`config.mk`:
```
export PLATFORM = sky130hd
export DESIGN_NAME = uart_regfile
export DESIGN_NICKNAME = d
export VERILOG_FILES = /design/src/rtl/uart_regs_pkg.sv /design/src/rtl/uart_bus_decode.sv /design/src/rtl/uart_store_reg.sv /design/src/rtl/uart_irq_en.sv /design/src/rtl/uart_status_regs.sv /design/src/rtl/uart_regfile.sv
export SDC_FILE = /design/constraint.sdc
export NUM_CORES = 1
export LEC_CHECK = 0
export BUFFER_PORTS_ARGS = -buffer_cell sky130_fd_sc_hd__buf_2
export CORE_ASPECT_RATIO = 1.5
export CORE_MARGIN = 1
export CORE_UTILIZATION = 56
export DETAILED_ROUTE_END_ITERATION = 8
export PLACE_DENSITY = 0.77
export REMOVE_ABC_BUFFERS = 1
export SLEW_MARGIN = 20
export SYNTH_ARGS = -nofsm -noshare
export SYNTH_HDL_FRONTEND = slang
export SYNTH_SLANG_ARGS = --single-unit
```
`constraint.sdc`:
```
create_clock -name clk -period 6.2 [get_ports clk]
set_input_delay 1.24 -clock clk [delete_from_list [all_inputs] [get_ports clk]]
set_output_delay 1.24 -clock clk [all_outputs]
set_load 0.02 [all_outputs]
```
`src/rtl/uart_regs_pkg.sv`:
```
package uart_regs_pkg;

  localparam int NREG = 12;
  localparam logic [1:0] SZ_HALF = 2'd1;

  typedef enum logic [3:0] {
    RG_DIVLO   = 4'd0,
    RG_DIVHI   = 4'd1,
    RG_GCTL    = 4'd2,
    RG_LINE    = 4'd3,
    RG_MODEM   = 4'd4,
    RG_LSTAT   = 4'd5,
    RG_MSTAT   = 4'd6,
    RG_SCRATCH = 4'd7,
    RG_IESET   = 4'd8,
    RG_IECLR   = 4'd9,
    RG_TXHOLD  = 4'd10,
    RG_RXBUF   = 4'd11
  } reg_idx_e;

  // line status bit positions
  localparam int LS_DR    = 0;
  localparam int LS_OVR   = 1;
  localparam int LS_PAR   = 2;
  localparam int LS_FRM   = 3;
  localparam int LS_BRK   = 4;
  localparam int LS_THRE  = 5;
  localparam int LS_TEMT  = 6;
  localparam int LS_TXD   = 7;
  localparam int MS_DCTS  = 0;
  localparam int IE_TXE   = 1;

  localparam logic [15:0] LS_STICKY = 16'h009E;
  localparam logic [15:0] MS_STICKY = 16'h0001;
  localparam logic [15:0] LS_RESET  = 16'h0060;
  localparam logic [15:0] DIV_RESET = 16'h0001;

  localparam int NPLAIN = 6;

  // register index held by plain storage slot k
  function automatic int plain_idx(input int k);
    case (k)
      0: plain_idx = 0;
      1: plain_idx = 1;
      2: plain_idx = 2;
      3: plain_idx = 3;
      4: plain_idx = 4;
      default: plain_idx = 7;
    endcase
  endfunction

  // clear the masked bits written as one
  function automatic logic [15:0] w1c(input logic [15:0] cur,
                                      input logic [15:0] wd,
                                      input logic [15:0] mask);
    w1c = cur & ~(wd & mask);
  endfunction

  // overwrite the three live line bits
  function automatic logic [15:0] lsr_refresh(input logic [15:0] cur,
                                              input logic dr,
                                              input logic thre,
                                              input logic temt);
    logic [15:0] r;
    r = cur;
    r[LS_DR]   = dr;
    r[LS_THRE] = thre;
    r[LS_TEMT] = temt;
    lsr_refresh = r;
  endfunction

endpackage

```
`src/rtl/uart_bus_decode.sv`:
```
module uart_bus_decode
  import uart_regs_pkg::*;
#(
  parameter int ADDR_W = 8
) (
  input  logic [ADDR_W-1:0] addr,
  input  logic              wr,
  input  logic              rd,
  input  logic [1:0]        size,
  output logic [NREG-1:0]   sel,
  output reg_idx_e          idx,
  output logic              wr_ok,
  output logic              rd_ok,
  output logic              bad
);
  localparam int IDX_W = ADDR_W - 2;

  logic [IDX_W-1:0] word;
  logic             aligned;
  logic             in_range;
  logic             size_ok;
  logic             legal;

  assign word     = addr[ADDR_W-1:2];
  assign aligned  = (addr[1:0] == 2'b00);
  assign in_range = (word < IDX_W'(NREG));
  assign size_ok  = (size == SZ_HALF);
  assign legal    = aligned && in_range && size_ok;
  assign idx      = reg_idx_e'(word[3:0]);

  assign wr_ok = wr && !rd && legal;
  assign rd_ok = rd && !wr && legal;
  assign bad   = (wr || rd) && (!legal || (wr && rd));

  for (genvar i = 0; i < NREG; i++) begin : g_sel
    assign sel[i] = legal && (word == IDX_W'(i));
  end
endmodule

```
`src/rtl/uart_store_reg.sv`:
```
module uart_store_reg #(
  parameter int          W   = 16,
  parameter logic [W-1:0] RST = '0
) (
  input  logic         clk,
  input  logic         rst_n,
  input  logic         we,
  input  logic [W-1:0] d,
  output logic [W-1:0] q
);
  always_ff @(posedge clk) begin
    if (!rst_n)  q <= RST;
    else if (we) q <= d;
  end
endmodule

```
`src/rtl/uart_irq_en.sv`:
```
module uart_irq_en
  import uart_regs_pkg::*;
(
  input  logic        clk,
  input  logic        rst_n,
  input  logic        set_we,
  input  logic        clr_we,
  input  logic [15:0] wdata,
  output logic [15:0] ier_q
);
  always_ff @(posedge clk) begin
    if (!rst_n)      ier_q <= '0;
    else if (set_we) ier_q <= ier_q | wdata;
    else if (clr_we) ier_q <= w1c(ier_q, wdata, 16'hFFFF);
  end
endmodule

```
`src/rtl/uart_status_regs.sv`:
```
module uart_status_regs
  import uart_regs_pkg::*;
(
  input  logic        clk,
  input  logic        rst_n,
  input  logic        lsr_we,
  input  logic        lsr_rd,
  input  logic        msr_we,
  input  logic [15:0] wdata,
  input  logic        core_dr,
  input  logic        core_thre,
  input  logic        core_temt,
  input  logic        evt_overrun,
  input  logic        evt_parity,
  input  logic        evt_framing,
  input  logic        evt_break,
  input  logic        evt_txdone,
  input  logic        evt_cts,
  output logic [15:0] lsr_q,
  output logic [15:0] lsr_view,
  output logic [15:0] msr_q
);
  logic [15:0] ls_set;
  logic [15:0] ms_set;
  logic [15:0] lsr_next;
  logic [15:0] msr_next;

  always_comb begin
    ls_set = '0;
    ls_set[LS_OVR] = evt_overrun;
    ls_set[LS_PAR] = evt_parity;
    ls_set[LS_FRM] = evt_framing;
    ls_set[LS_BRK] = evt_break;
    ls_set[LS_TXD] = evt_txdone;
    ms_set = '0;
    ms_set[MS_DCTS] = evt_cts;
  end

  assign lsr_view = lsr_refresh(lsr_q, core_dr, core_thre, core_temt);

  always_comb begin
    lsr_next = lsr_q;
    if (lsr_rd) lsr_next = lsr_view;
    if (lsr_we) lsr_next = w1c(lsr_next, wdata, LS_STICKY);
    lsr_next = lsr_next | ls_set;
    msr_next = msr_q;
    if (msr_we) msr_next = w1c(msr_next, wdata, MS_STICKY);
    msr_next = msr_next | ms_set;
  end

  always_ff @(posedge clk) begin
    if (!rst_n) begin
      lsr_q <= LS_RESET;
      msr_q <= '0;
    end else begin
      lsr_q <= lsr_next;
      msr_q <= msr_next;
    end
  end
endmodule

```
`src/rtl/uart_regfile.sv`:
```
module uart_regfile
  import uart_regs_pkg::*;
#(
  parameter int ADDR_W = 8
) (
  input  logic              clk,
  input  logic              rst_n,
  input  logic [ADDR_W-1:0] bus_addr,
  input  logic              bus_wr,
  input  logic              bus_rd,
  input  logic [1:0]        bus_size,
  input  logic [15:0]       bus_wdata,
  output logic [15:0]       bus_rdata,
  output logic              bus_err,
  input  logic              core_dr,
  input  logic              core_thre,
  input  logic              core_temt,
  input  logic              evt_overrun,
  input  logic              evt_parity,
  input  logic              evt_framing,
  input  logic              evt_break,
  input  logic              evt_txdone,
  input  logic              evt_cts,
  input  logic [7:0]        rx_byte,
  output logic              rx_pop,
  output logic [7:0]        tx_byte,
  output logic              tx_load,
  output logic              tx_irq
);
  logic [NREG-1:0] sel;
  reg_idx_e        idx;
  logic            wr_ok;
  logic            rd_ok;
  logic            acc_bad;

  // named internal events for the checker
  logic            ev_thr_wr;
  logic            ev_rbr_rd;
  logic            ev_ier_set;
  logic            ev_ier_clr;

  logic [15:0]     ier_q;
  logic [15:0]     lsr_q;
  logic [15:0]     lsr_view;
  logic [15:0]     msr_q;
  logic [7:0]      thr_q;
  logic [15:0]     plain_q [NPLAIN];
  logic [15:0]     rd_mux;

  uart_bus_decode #(.ADDR_W(ADDR_W)) u_dec (
    .addr  (bus_addr),
    .wr    (bus_wr),
    .rd    (bus_rd),
    .size  (bus_size),
    .sel   (sel),
    .idx   (idx),
    .wr_ok (wr_ok),
    .rd_ok (rd_ok),
    .bad   (acc_bad)
  );

  assign ev_thr_wr  = wr_ok && sel[RG_TXHOLD];
  assign ev_rbr_rd  = rd_ok && sel[RG_RXBUF];
  assign ev_ier_set = wr_ok && sel[RG_IESET];
  assign ev_ier_clr = wr_ok && sel[RG_IECLR];

  for (genvar k = 0; k < NPLAIN; k++) begin : g_plain
    localparam int RI = plain_idx(k);
    uart_store_reg #(
      .W   (16),
      .RST ((RI == 0) ? DIV_RESET : 16'h0000)
    ) u_reg (
      .clk   (clk),
      .rst_n (rst_n),
      .we    (wr_ok && sel[RI]),
      .d     (bus_wdata),
      .q     (plain_q[k])
    );
  end

  uart_irq_en u_ier (
    .clk    (clk),
    .rst_n  (rst_n),
    .set_we (ev_ier_set),
    .clr_we (ev_ier_clr),
    .wdata  (bus_wdata),
    .ier_q  (ier_q)
  );

  uart_status_regs u_stat (
    .clk         (clk),
    .rst_n       (rst_n),
    .lsr_we      (wr_ok && sel[RG_LSTAT]),
    .lsr_rd      (rd_ok && sel[RG_LSTAT]),
    .msr_we      (wr_ok && sel[RG_MSTAT]),
    .wdata       (bus_wdata),
    .core_dr     (core_dr),
    .core_thre   (core_thre),
    .core_temt   (core_temt),
    .evt_overrun (evt_overrun),
    .evt_parity  (evt_parity),
    .evt_framing (evt_framing),
    .evt_break   (evt_break),
    .evt_txdone  (evt_txdone),
    .evt_cts     (evt_cts),
    .lsr_q       (lsr_q),
    .lsr_view    (lsr_view),
    .msr_q       (msr_q)
  );

  uart_store_reg #(.W(8), .RST(8'h00)) u_thr (
    .clk   (clk),
    .rst_n (rst_n),
    .we    (ev_thr_wr),
    .d     (bus_wdata[7:0]),
    .q     (thr_q)
  );

  assign tx_byte = thr_q;

  always_comb begin
    case (idx)
      RG_DIVLO:   rd_mux = plain_q[0];
      RG_DIVHI:   rd_mux = plain_q[1];
      RG_GCTL:    rd_mux = plain_q[2];
      RG_LINE:    rd_mux = plain_q[3];
      RG_MODEM:   rd_mux = plain_q[4];
      RG_SCRATCH: rd_mux = plain_q[5];
      RG_LSTAT:   rd_mux = lsr_view;
      RG_MSTAT:   rd_mux = msr_q;
      RG_IESET,
      RG_IECLR:   rd_mux = ier_q;
      RG_TXHOLD:  rd_mux = {8'h00, thr_q};
      RG_RXBUF:   rd_mux = {8'h00, rx_byte};
      default:    rd_mux = '0;
    endcase
  end

  always_ff @(posedge clk) begin
    if (!rst_n) begin
      bus_rdata <= '0;
      bus_err   <= 1'b0;
      tx_load   <= 1'b0;
      tx_irq    <= 1'b0;
      rx_pop    <= 1'b0;
    end else begin
      if (rd_ok)       bus_rdata <= rd_mux;
      else if (bus_rd) bus_rdata <= '0;
      bus_err <= acc_bad;
      tx_load <= ev_thr_wr;
      tx_irq  <= ev_thr_wr && ier_q[IE_TXE];
      rx_pop  <= ev_rbr_rd;
    end
  end
endmodule

```
### Yosys cells after proc, flatten, opt, wreduce, memory -nomap -nowiden

Index checks and enable logic that the tools add are counted.

| storage, ports and cells | value |
|---|---|
| input port bits | 47 |
| output and inout port bits | 28 |
| register bits after elaboration | 172 |
| word-level logic and storage cells | 101 |

| cells by class | value |
|---|---|
| $lt $le $gt $ge | 1 |
| reduce and logical (&&, ||, !) cells | 45 |
| bitwise logic cells | 9 |
| eq/ne operators | 23 |
| multiplexer cells | 8 |

Operators with widths:

| operator | count |
|---|---|
| $pmux W16 S11 | 1 |
| $mux W16 | 6 |
| $and A16 B16 Y16 | 3 |
| $logic_and A1 B1 Y1 | 34 |
| $eq A6 B3 Y1 const B | 4 |
| $eq A6 B4 Y1 const B | 4 |
| $eq A4 B3 Y1 const B | 4 |
| $eq A4 B4 Y1 const B | 4 |
| $not A1 Y16 | 1 |
| $not A16 Y16 | 1 |
| $not A8 Y16 | 1 |
| $or A16 B1 Y16 | 1 |
| $or A16 B16 Y16 | 1 |
| $or A16 B8 Y16 | 1 |
| $eq A6 B2 Y1 const B | 2 |
| $eq A4 B2 Y1 const B | 2 |
| $mux W7 | 1 |
| $eq A6 B1 Y1 const B | 1 |
| $logic_not A6 Y1 | 1 |
| $lt A6 B4 Y1 const B | 1 |
| $eq A4 B1 Y1 const B | 1 |
| $logic_not A4 Y1 | 1 |
| $reduce_bool A2 Y1 | 2 |
| $logic_not A1 Y1 | 3 |
| 4 further kinds | 5 |

### Longest topological paths before layout

| depth | value |
|---|---|
| depth after elaboration | 9 |
| depth in mapped cells | 8 |
| depth with buffers taken out | 5 |

### Modules after synthesis

A second synthesis with hierarchy kept.

| second synthesis, totals | value |
|---|---|
| cell total of the unflattened synthesis | 781 |
| area total of the unflattened synthesis | 7,757.4 µm² |

Modules (own cells, without submodules):

| module | area an instance (µm²) | sequential area each (µm²) | instances | cells each |
|---|---|---|---|---|
| uart_store_reg (g_plain[1].u_reg ...) | 615.6 | 320.3 | 5 | 51 |
| uart_regfile | 2,267.2 | 400.4 | 1 | 277 |
| uart_irq_en | 698.2 | 320.3 | 1 | 70 |
| uart_store_reg (g_plain[0].u_reg) | 613.1 | 320.3 | 1 | 51 |
| uart_status_regs | 610.6 | 180.2 | 1 | 73 |
| uart_store_reg (u_thr) | 301.5 | 160.2 | 1 | 25 |
| uart_bus_decode | 188.9 | 0.0 | 1 | 30 |

### Worst setup path after synthesis

Ideal clock, no wire load.

| timing | value |
|---|---|
| path kind | input port to flip-flop |
| from | input bus_size[1] |
| to | register u_thr.q[0] |
| arrival time | 2.961 ns |
| stages | 5 |
| setup slack | 3.112 ns |
| required time | 6.072 ns |
| library setup time | 0.128 ns |
| path through | or4b_4 -> or4_4 -> nor3_4 -> mux2i_1 -> nor2_1 |

| between the ends | value |
|---|---|
| cells in the longest elaborated chain, start to end | 4 |
| elaborated cells between the ends (all ways) | 5 |
| classes of those cells | 1 x eq/ne; 4 x reduce/logical |

Ends and longest elaborated chain:

| what | line | source |
|---|---|---|
| from (decl) | uart_regfile.sv:11 | `input logic [1:0] bus_size,` |
| $eq A2 B1 Y1 (*) | uart_bus_decode.sv:27 | `assign size_ok = (size == SZ_HALF);` |
| $logic_and A1 B1 Y1 (*) | uart_bus_decode.sv:28 | `assign legal = aligned && in_range && size_ok;` |
| $logic_and A1 B1 Y1, on equally long branches | uart_bus_decode.sv:31, uart_bus_decode.sv:36 |  |
| $logic_and A1 B1 Y1 (*) | uart_regfile.sv:62 | `assign ev_thr_wr = wr_ok && sel[RG_TXHOLD];` |
| to (signal assigned) | uart_store_reg.sv:12 | `if (!rst_n) q <= RST;` |
| to (signal assigned) | uart_store_reg.sv:13 | `else if (we) q <= d;` |
| to (decl) | uart_store_reg.sv:9 | `output logic [W-1:0] q` |

Every way passes the cells marked *; elsewhere a longest branch is shown, timed or not.
A chain may end at the register's enable or synchronous reset.

### Worst setup path in the final report

| timing | value |
|---|---|
| from | input bus_addr[5] |
| to | register g_plain[4].u_reg.q[15] |

| between the ends | value |
|---|---|
| cells in the longest elaborated chain, start to end | 5 |
| elaborated cells between the ends (all ways) | 7 |
| classes of those cells | 1 x order compare; 1 x eq/ne; 5 x reduce/logical |

Ends and longest elaborated chain:

| what | line | source |
|---|---|---|
| from (decl) | uart_regfile.sv:8 | `input logic [ADDR_W-1:0] bus_addr,` |
| $lt A6 B4 Y1 | uart_bus_decode.sv:26 | `assign in_range = (word < IDX_W'(NREG));` |
| $logic_and A1 B1 Y1 (2 in series) | uart_bus_decode.sv:28 |  |
| $logic_and A1 B1 Y1, on equally long branches | uart_bus_decode.sv:31, uart_bus_decode.sv:36 |  |
| $logic_and A1 B1 Y1 (*) | uart_regfile.sv:75 | `.we (wr_ok && sel[RI]),` |
| to (signal assigned) | uart_store_reg.sv:12 |  |
| to (signal assigned) | uart_store_reg.sv:13 |  |
| to (decl) | uart_store_reg.sv:9 |  |

Marked as above.

==> flow_metrics.py <==
metrics = {
    "clock_tree": {
        "cts_htree_levels": 4,
        "clockBufferDepth": 2,
        "numCtsBuffers": 17,
        "post-cts-setup-buffer-count": 0,
        "cts_resized": 0,
        "insertion_delay_ns": 0.43,
        "cts_tree": "built",
        "clockRootBuffer": "clkbuf_16",
        "cts_hold_buf": 0,
        "cts.clk_slew.worst_paths_ns": 0.06,
        "cts_num_sinks": 146,
    },
    "cells_and_area": {
        "drive_gt1_frac": 0.1833,
        "finalNetCount": 815,
        "n_fill_cell": 885,
        "multi_input_area_um2": 3059,
        "antenna_cells": 0,
        "syn2layout_area_growth_pct": 17.85,
        "final_area_um2": 7352,
        "regArea_um2": 2923,
    },
    "synthesis": {
        "ys_seq_area_frac": 0.4685,
        "ys.warnings.count": 0,
        "avgSynthCellArea_um2": 8.558,
        "synth_cells": 729,
        "ys_types": 59,
        "ys_dominant_reg_cell": "dfxtp_1",
        "ys_ff_latch": 146,
        "synth_edf_count": 0,
        "synthArstFlopShare": 0,
        "netlist_area_um2": 6238,
    },
    "power": {
        "ir_worst_vdd_mv": 0.2258,
        "power_leakage_nw": 2.719,
        "p_per_area_nw_per_um2": 313.5,
    },
    "detailed_routing": {
        "routedWlPerCell_um": 20.25,
        "routed_via_density": 6.446,
        "via_count": 5956,
        "dr.first_iter.drc_count": 560,
        "drc": 0,
        "dr.pass1.iters": 8,
        "antenna_left": 0,
        "routed_wl_mm": 18.71,
    },
    "global_route": {
        "grt_max_degree": 93,
        "first_global_vias": 5728,
        "grt_pass1_wl_mm": 29.33,
        "grt.total_usage": 0.3325,
        "overflow": 0,
        "antenna_found_initial": 0,
    },
    "placement": {
        "port_buffers": 74,
        "place_area_um2": 6628,
        "globalplace.congestion": 0.8993,
        "hpwl_mm": 11.36,
    },
    "setup_path": {
        "r2r-end": "bus_rdata[2]",
        "r2r_slack_ns": 4.62,
        "arrival_ns": 3.78,
        "cpPeakStageDelay_ns": 0.90,
        "r2r_start": "g_plain[3].u_reg.q[2]",
        "r2r_cells": 5,
        "cp_slowest_cell": "nand4_1",
        "startpoint_type": "primary input",
        "cp_max_fo": 19,
        "worstPathRequired_ns": 6.50,
        "end_kind": "flop",
        "crit_chain": "buf_2 > nor2b_1 > nand4_1 > buf_4 > nand3_1 > o21ai_0",
        "worstSetupPathType": "primary input to flop",
    },
    "outcome": {
        "status": "finished clean",
    },
    "timing": {
        "worstMarginPinSlew_ns": 1.141,
        "min_period_ns": 3.487,
        "setup_viol": 0,
        "slew_headroom": 0.2392,
        "hold_violations": 0,
        "final-max-slew-violation-count": 0,
        "rsz0062_at_grt": "false",
        "fin_skew_ns": 0.006142,
        "fin_setup_tns_ns": 0,
        "fin_crit_sh": 0.5624,
        "timing.fmax_ghz": 0.2868,
    },
    "hold_path": {
        "holdPathStages": 2,
        "hold_path_class": "flop to flop",
    },
    "die": {
        "start_util": 0.5827,
        "dieArea_um2": 11570,
        "die_h_um": 131.3,
        "ios": 75,
        "die_w_um": 88.18,
        "coreArea_um2": 10710,
        "rows": 46,
    },
    "flow_run": {
        "drv_cap": 0,
    },
}
power by group:
part	internal, W	total [W]	switching, W
clock network	0.000853	0.00124	0.000389
registers	0.000942	0.000943	0.00000169
logic	0.0000338	0.000120	0.0000860
metal layers:
metal  wire, um  vias to the layer above  track usage
met5          0                        -            0
met4        669                        0       0.1792
met3       1479                       64      0.06721
met2       9391                      353       0.5444
met1       7172                     2822       0.4000
li1           -                     2717            -
worst max-delay path, delay by kind of cell:
kind	cells	cell delay [ns]
compound gates	1	0.11
buf+inv	2	0.68
simple gates	3	1.73
layout by cell type (no fill, tap or decap), types with 5 or more instances in the layout:
cell / synthesis / layout
o22ai_1: 5 / 5
clkbuf_16: 0 / 17
mux2_2: 12 / 12
nor2b_1: 11 / 11
nand3_1: 117 / 117
a21boi_0: 5 / 5
dfxtp_1: 146 / 146
a31oi_1: 7 / 7
nand2_1: 75 / 75
a21oi_1: 22 / 22
bufinv_16: 0 / 8
a32oi_1: 5 / 5
mux4_2: 6 / 6
mux2i_1: 20 / 20
a22oi_1: 10 / 10
o21a_1: 5 / 5
a22o_1: 7 / 7
o21ai_0: 117 / 117
buf_2: 3 / 73
a32o_1: 6 / 6
buf_4: 0 / 11
nor2_1: 28 / 28
synthesized netlist by cell type, drive strengths merged (2+ instances only):
master,count,area (um2)
nor3b,2,15.01
o21a,5,37.54
nand4,4,25.02
nand3,117,585.6
a21oi,22,110.1
a22o,7,61.31
or3,2,12.51
a32oi,5,43.79
or4b,2,23.77
a221oi,3,26.28
buf,15,60.05
clkbuf,50,187.7
mux2,12,135.1
a21boi,5,37.54
nor2,28,105.1
nor2b,11,68.82
dfxtp,146,2923
o311a,2,20.02
nor4,3,25.02
o21ai,117,585.6
inv,4,15.01
o22ai,5,31.28
nand2,75,281.5
mux4,6,135.1
nor4b,2,17.52
a22oi,10,75.07
a211oi,4,35.03
nand2b,3,18.77
mux2i,20,200.2
a32o,6,60.06
and2,5,31.28
a31oi,7,43.79
nor3,3,26.28
or2,2,12.51
area by class of cell:
| class | instances | share of cell area |
|---|---|---|
| Clock buffer | 20 | 0.06212 |
| Clock inverter | 11 | 0.03472 |
| Inverter | 5 | 0.002553 |
| Multi-Input combinational cell | 513 | 0.4161 |
| Sequential cell | 146 | 0.3975 |
| Tap cell | 144 | 0.02451 |
| Timing Repair Buffer | 85 | 0.06246 |
stage by stage:
stage	util	std cells	power [W]	worst slack, ns	hold WS [ns]
floorplan	-	664	0.001004	2.567	0.4273
global placement	0.6191	892	0.001077	2.307	0.4344
detailed placement	0.6191	892	0.001079	2.185	0.4411
CTS	0.6856	923	0.002303	2.605	0.4542
global route	0.6868	924	0.002354	2.589	0.4693
finish	0.6868	924	0.002305	2.713	0.4543
worst max-delay path by stage:
| stage | start | to | slack (ns) | cells after the start |
|---|---|---|---|---|
| final | bus_addr[5] | g_plain[4].u_reg.q[15] | 2.71 | 6 |
| after global routing | bus_addr[5] | g_plain[4].u_reg.q[11] | 2.59 | 6 |
| after CTS | bus_addr[2] | g_plain[5].u_reg.q[7] | 2.60 | 6 |
| after detailed placement | bus_addr[2] | g_plain[5].u_reg.q[7] | 2.18 | 6 |
| after global placement | bus_addr[2] | g_plain[5].u_reg.q[6] | 2.31 | 6 |
| after floorplan | bus_addr[4] | flop | 2.57 | 4 |
cells by family (layout without fill, tap and decap cells):
group	count (synthesis)	count (layout)	synth area share
compound gates	209	209	0.2034
mux	38	38	0.07541
fa+ha+maj	1	1	0.001605
flops	146	146	0.4685
buf+inv	70	121	0.04272
simple gates	265	265	0.2084
Note: power is estimated with default switching activity, not from simulation.
